## config.mk

```make
export PLATFORM = sky130hd
export DESIGN_NAME = dicode_dm_detector
export DESIGN_NICKNAME = d
export VERILOG_FILES = /design/src/rtl/dmv_pkg.sv /design/src/rtl/dmv_window.sv /design/src/rtl/dmv_slicer.sv /design/src/rtl/dmv_metric_reg.sv /design/src/rtl/dicode_dm_detector.sv
export SDC_FILE = /design/constraint.sdc
export NUM_CORES = 1
export LEC_CHECK = 0
export CORE_MARGIN = 1.5
export CORE_UTILIZATION = 48
export DETAILED_ROUTE_END_ITERATION = 6
export GPL_TIMING_DRIVEN = 0
export PLACE_DENSITY = 0.85
export SLEW_MARGIN = 20
export SYNTH_ARGS = -nofsm -noshare
export SYNTH_HDL_FRONTEND = slang
export SYNTH_SLANG_ARGS = --single-unit
```

## constraint.sdc

```tcl
create_clock -name clk -period 3.55 [get_ports clk]
set_input_delay 1.065 -clock clk [delete_from_list [all_inputs] [get_ports clk]]
set_output_delay 1.065 -clock clk [all_outputs]
set_load 0.05 [all_outputs]
```

## src/rtl/dmv_pkg.sv

```systemverilog
package dmv_pkg;
  typedef enum logic [1:0] {
    DEC_HOLD  = 2'b00,
    DEC_FROM0 = 2'b01,
    DEC_FROM1 = 2'b10
  } dec_e;
endpackage

```

## src/rtl/dmv_window.sv

```systemverilog
// Builds the acceptance window [y - a/2, y + a/2] at the widened metric width.
module dmv_window #(
  parameter int SAMPLE_W = 6,
  parameter int LEVEL_A  = 16
) (
  input  logic signed [SAMPLE_W-1:0] sample,
  output logic signed [SAMPLE_W:0]   win_hi,
  output logic signed [SAMPLE_W:0]   win_lo
);
  localparam int DM_W = SAMPLE_W + 1;
  localparam logic signed [DM_W-1:0] HALF = DM_W'(LEVEL_A / 2);

  logic signed [DM_W-1:0] y_ext;

  always_comb begin
    y_ext  = {sample[SAMPLE_W-1], sample};
    win_hi = y_ext + HALF;
    win_lo = y_ext - HALF;
  end

  // the upper edge never drops below the lower edge (no wrap)
  always_comb begin
    assert_no_overflow_R7: assert (win_hi >= win_lo);
  end
endmodule

```

## src/rtl/dmv_slicer.sv

```systemverilog
// Adjustable-threshold slicer: clamps the stored difference into the window;
// the clamp direction is the path decision.
module dmv_slicer
  import dmv_pkg::*;
#(
  parameter int DM_W = 7
) (
  input  logic signed [DM_W-1:0] dm_prev,
  input  logic signed [DM_W-1:0] win_hi,
  input  logic signed [DM_W-1:0] win_lo,
  output dec_e                   dec,
  output logic signed [DM_W-1:0] dm_next
);
  logic above, below;

  always_comb begin
    above = dm_prev > win_hi;
    below = dm_prev < win_lo;
    if (above) begin
      dec     = DEC_FROM1;
      dm_next = win_hi;
    end else if (below) begin
      dec     = DEC_FROM0;
      dm_next = win_lo;
    end else begin
      dec     = DEC_HOLD;
      dm_next = dm_prev;
    end
  end

  // both comparators firing at once would mean an inverted window
  always_comb begin
    assert_no_dual_merge_R4: assert (!(above && below));
  end
endmodule

```

## src/rtl/dmv_metric_reg.sv

```systemverilog
// Holds the single difference metric.
module dmv_metric_reg #(
  parameter int DM_W = 7
) (
  input  logic                   clk,
  input  logic                   rst,
  input  logic                   load,
  input  logic signed [DM_W-1:0] dm_next,
  output logic signed [DM_W-1:0] dm_q
);
  always_ff @(posedge clk) begin
    if (rst)       dm_q <= '0;
    else if (load) dm_q <= dm_next;
  end

  assert_reset_zero_R1: assert property (@(posedge clk) rst |=> dm_q == '0);
  assert_metric_hold_R6: assert property (@(posedge clk) disable iff (rst)
    !load |=> $stable(dm_q));
endmodule

```

## src/rtl/dicode_dm_detector.sv

```systemverilog
module dicode_dm_detector
  import dmv_pkg::*;
#(
  parameter int SAMPLE_W = 6,
  parameter int LEVEL_A  = 16
) (
  input  logic                       clk,
  input  logic                       rst,
  input  logic                       in_valid,
  input  logic signed [SAMPLE_W-1:0] in_sample,
  output logic                       dec_valid,
  output logic [1:0]                 dec_code,
  output logic signed [SAMPLE_W:0]   metric_diff
);
  localparam int DM_W = SAMPLE_W + 1;

  logic signed [DM_W-1:0] win_hi, win_lo, dm_next, dm_q;
  dec_e dec;

  dmv_window #(.SAMPLE_W(SAMPLE_W), .LEVEL_A(LEVEL_A)) u_win (
    .sample(in_sample), .win_hi(win_hi), .win_lo(win_lo)
  );

  dmv_slicer #(.DM_W(DM_W)) u_slc (
    .dm_prev(dm_q), .win_hi(win_hi), .win_lo(win_lo),
    .dec(dec), .dm_next(dm_next)
  );

  dmv_metric_reg #(.DM_W(DM_W)) u_dm (
    .clk(clk), .rst(rst), .load(in_valid), .dm_next(dm_next), .dm_q(dm_q)
  );

  always_ff @(posedge clk) begin
    if (rst) begin
      dec_valid <= 1'b0;
      dec_code  <= DEC_HOLD;
    end else begin
      dec_valid <= in_valid;
      if (in_valid) dec_code <= dec;
    end
  end

  assign metric_diff = dm_q;

  assert_reset_out_R1: assert property (@(posedge clk)
    rst |=> !dec_valid && dec_code == DEC_HOLD);
  assert_strobe_R5: assert property (@(posedge clk) disable iff (rst)
    in_valid |=> dec_valid);
  assert_no_strobe_R6: assert property (@(posedge clk) disable iff (rst)
    !in_valid |=> !dec_valid);
  assert_merge1_R2: assert property (@(posedge clk) disable iff (rst)
    dec_valid && dec_code == DEC_FROM1 |-> metric_diff == $past(win_hi));
  assert_merge0_R3: assert property (@(posedge clk) disable iff (rst)
    dec_valid && dec_code == DEC_FROM0 |-> metric_diff == $past(win_lo));
  assert_hold_R4: assert property (@(posedge clk) disable iff (rst)
    dec_valid && dec_code == DEC_HOLD |-> metric_diff == $past(metric_diff));
  assert_code_legal_R4: assert property (@(posedge clk) disable iff (rst)
    dec_code != 2'b11);
  assert_in_window_R8: assert property (@(posedge clk) disable iff (rst)
    dec_valid |-> metric_diff <= $past(win_hi) && metric_diff >= $past(win_lo));
endmodule

```

==> key figures <==
Status
  • Status: completed

Floorplanning
  • Total core area: 1520 sq um
  • Io pins: 19
  • Initial Util: 52.5%
  • Die Y: 43.8 um
  • Die width: 43.8 um
  • Row count: 14
  • Die ar.: 1920 sq um

GRT
  • Global Route Usage Sum: 22.0%
  • Vias in the first global route: 726
  • First-pass GRT wire length: 3080 um
  • Total grt overflow: 0
  • Met3 GRT Util: 5.42%
  • Largest net degree at the start of global routing: 11
  • Met1 usage: 24.6%
  • Met2 Use GR: 39.1%
  • Initial antenna violation count: 0
  • GRT Max-Usage Layer: met2

Synth
  • Main synth FF type: dfxtp_1
  • Yosys cell types: 37
  • Mapped cell area: 800 sq um
  • Asr flop ratio synth: 0%
  • Register area share after synthesis: 25.0%
  • Largest family of logic cells by synthesized area: compound AO/OA/AOI/OAI gates
  • Yosys warning count: 0
  • EDFF count, synth: 0
  • Mux share of post-synthesis cell area: 1.25%
  • Synth Area in XOR/XNOR: 2.19%
  • Largest cells by area after synthesis: dfxtp_1 25%, ha_1 17%, a21oi_1 5.6%
  • Post-synthesis simple-gate area fraction: 18.9%
  • Synth Area in Adders: 18.5%
  • Mapped Nets: 113
  • Mean post-synth cell area: 8.60 sq um
  • Area share of the largest cell type after synthesis: 25.0%
  • Biggest area consumer among synthesized cells: dfxtp_1
  • Fraction of the mapped netlist area in compound gates: 29.4%
  • Most frequent cell after synthesis: ha_1
  • Post-synth top cells: 11 x ha_1, 10 x dfxtp_1, 9 x a21oi_1
  • Post-synthesis cell count: 93
  • Seq cells post-synth: 10

STA
  • Final hold violations: 0
  • RSZ-0062 raised after global routing: false
  • Worst hold slack: 0.490 ns
  • Tcrit/Tclk final: 94.8%
  • Final Max Tran Viols: 0
  • Setup violators final: 0
  • Highest clock rate: 297 MHz
  • Final min period: 3.37 ns
  • Skew final: 0.00226 ns
  • Slew headroom: 66.9%
  • Slew @ Worst Pin: 0.495 ns
  • Worst Slack Setup Final: 0.183 ns

Layout
  • Final Instance Count excl. Fillers: 131
  • Share of layout cells above drive strength 1: 10.4%
  • Design area: 1030 sq um
  • Inserted Diodes: 0
  • NumNets Final: 136
  • Area Overhead vs Synth: 29.1%

Setup path
  • Arrival time of the worst setup path: 3.55 ns
  • Max FO, Critical Path: 7
  • Crit path kind: input port to flop
  • Startpoint Class: input port
  • CP endpoint kind: flop
  • CP Data Required Time: 3.73 ns

Routing
  • Total Wirelength: 1860 um
  • DR vias: 774
  • Initial DRT Pass Iterations: 4
  • ANT nets after route: 0
  • Drc violations: 0
  • Routed length per instance: 14.2 um
  • Iteration-0 DRC Markers: 22
  • Post-DR vias/cell: 5.91

Power
  • Switching Share: 41.4%
  • Switching Power: 0.203 mW
  • Sequential share of power: 29.2%
  • Int Power: 0.287 mW
  • Total power: 0.490 mW
  • Peak supply drop: 0.283 mV
  • Static Leak: 0.418 nW
  • Combinational Power Share: 49.8%
  • Pwr per Cell Area: 475 nW/um^2
  • Clock Power Share: 21.0%

Clock network
  • Bufs on Longest Clock Path: 2
  • Clk root buf: clkbuf_4
  • CTS tree: built
  • CTS Buf Count: 3
  • H-Tree Level Count: 1
  • Reg clk slew, reported paths: 0.07 ns
  • Clk_lat worst skew: 0.27 ns
  • Clk sinks: 10

Placement
  • Port bufs: 17
  • Place WS: -0.295 ns
  • Post-DP Area: 990 sq um
  • HPWL Detailed: 1470 um
  • Post-Place Cells: 126
  • GP Congestion: 0.882

Flow run
  • Max Cap Violations: 0

Min path
  • Worst hold path type: flop to flop
## worst max-delay path: stages
cell and delay [ns]:
clkdlybuf4s50_1 0.55, inv_1 0.06, ha_1 0.32, ha_1 0.31
nand3b_1 0.19, a211o_2 0.35, o311ai_4 0.12, o21ai_4 0.15
and2_4 0.20, a211oi_1 0.22
## worst paths after layout
check / from / end / slack [ns] / cells past startpoint
setup / recovery: in_sample[4] / u_dm.dm_q[3]$_SDFFE_PP0P_ / 0.18 / 10
hold / removal: dec_code[1]$_SDFFE_PP0P_ / dec_code[1]$_SDFFE_PP0P_ / 0.49 / 2
setup reg to reg: u_dm.dm_q[4]$_SDFFE_PP0P_ / u_dm.dm_q[3]$_SDFFE_PP0P_ / 1.50 / 7
hold reg to reg: dec_code[1]$_SDFFE_PP0P_ / dec_code[1]$_SDFFE_PP0P_ / 0.49 / 2
## power groups by stage
stage | clock network (mW) | registers (mW) | logic, mW
2_1_floorplan | 0 | 0.194 | 0.121
6_report | 0.103 | 0.143 | 0.244
3_3_place_gp | 0 | 0.144 | 0.232
3_5_place_dp | 0 | 0.145 | 0.237
4_1_cts | 0.104 | 0.143 | 0.239
5_1_grt | 0.108 | 0.145 | 0.266
## final cells by class
type / instances / area [sq um]
buffer: 2 / 7.51
clock buffer: 4 / 36.3
fill: 130 / 492
inverter: 8 / 30.0
multi-input combinational: 73 / 562
sequential: 10 / 200
tap: 16 / 20.0
timing repair buffer: 18 / 176
## timing repair
item	CTS	global route
buffers inserted	0	1
pin swaps	1	1
endpoints found under the setup margin	2	2
hold buffers	0	0
gates resized for setup	1	0
## cells by family (layout without fill, tap and decap cells)
logic type | after synthesis | count (layout)
XOR/XNOR | 2 | 2
AO/OA/AOI/OAI | 30 | 30
buffers and inverters | 10 | 32
multiplexers | 1 | 1
adder cells (fa/ha/maj) | 12 | 12
AND/OR/NAND/NOR | 28 | 28
flip-flops | 10 | 10
## metrics by stage
| step | TNS [ns] | util (%) |
|---|---|---|
| final | 0 | 67.7 |
| after global placement | -0.954 | 64.9 |
| after global routing | 0 | 67.7 |
| after detailed placement | -1.51 | 64.9 |
| after CTS | 0 | 67.2 |
| after floorplan | 0 | - |
## cells in the final DEF, fill, tap and decap left out, drive strengths merged
cell type      instances
a2111oi                1
a211o                  1
a211oi                 1
a21bo                  1
a21boi                 1
a21o                   2
a21oi                  9
a22oi                  1
a31oi                  2
a32oi                  1
and2                   1
buf                    1
clkbuf                 6
clkdlybuf4s50         16
dfxtp                 10
dlygate4sd2            1
ha                    11
inv                    8
maj3                   1
mux2i                  1
nand2                  6
nand2b                 3
nand3                  4
nand3b                 2
nand4                  1
nand4b                 2
nor2                   5
nor2b                  2
nor3                   1
o2111ai                1
o211ai                 2
o21a                   1
o21ai                  3
o21bai                 1
o311ai                 1
o31a                   1
or2                    1
xnor2                  2
## sequential cells by signal (all words and copies together), names as in the netlist
name	flops
dec_code	2
u_dm.dm_q	7
dec_valid	1
## metal layers
layer,part of all wire (%),up-vias
met3,5.3,6
met4,2.0,0
li1,-,390
met5,0,-
met1,44,349
met2,49,29
No activity file was read; power rests on OpenSTA's default activity.
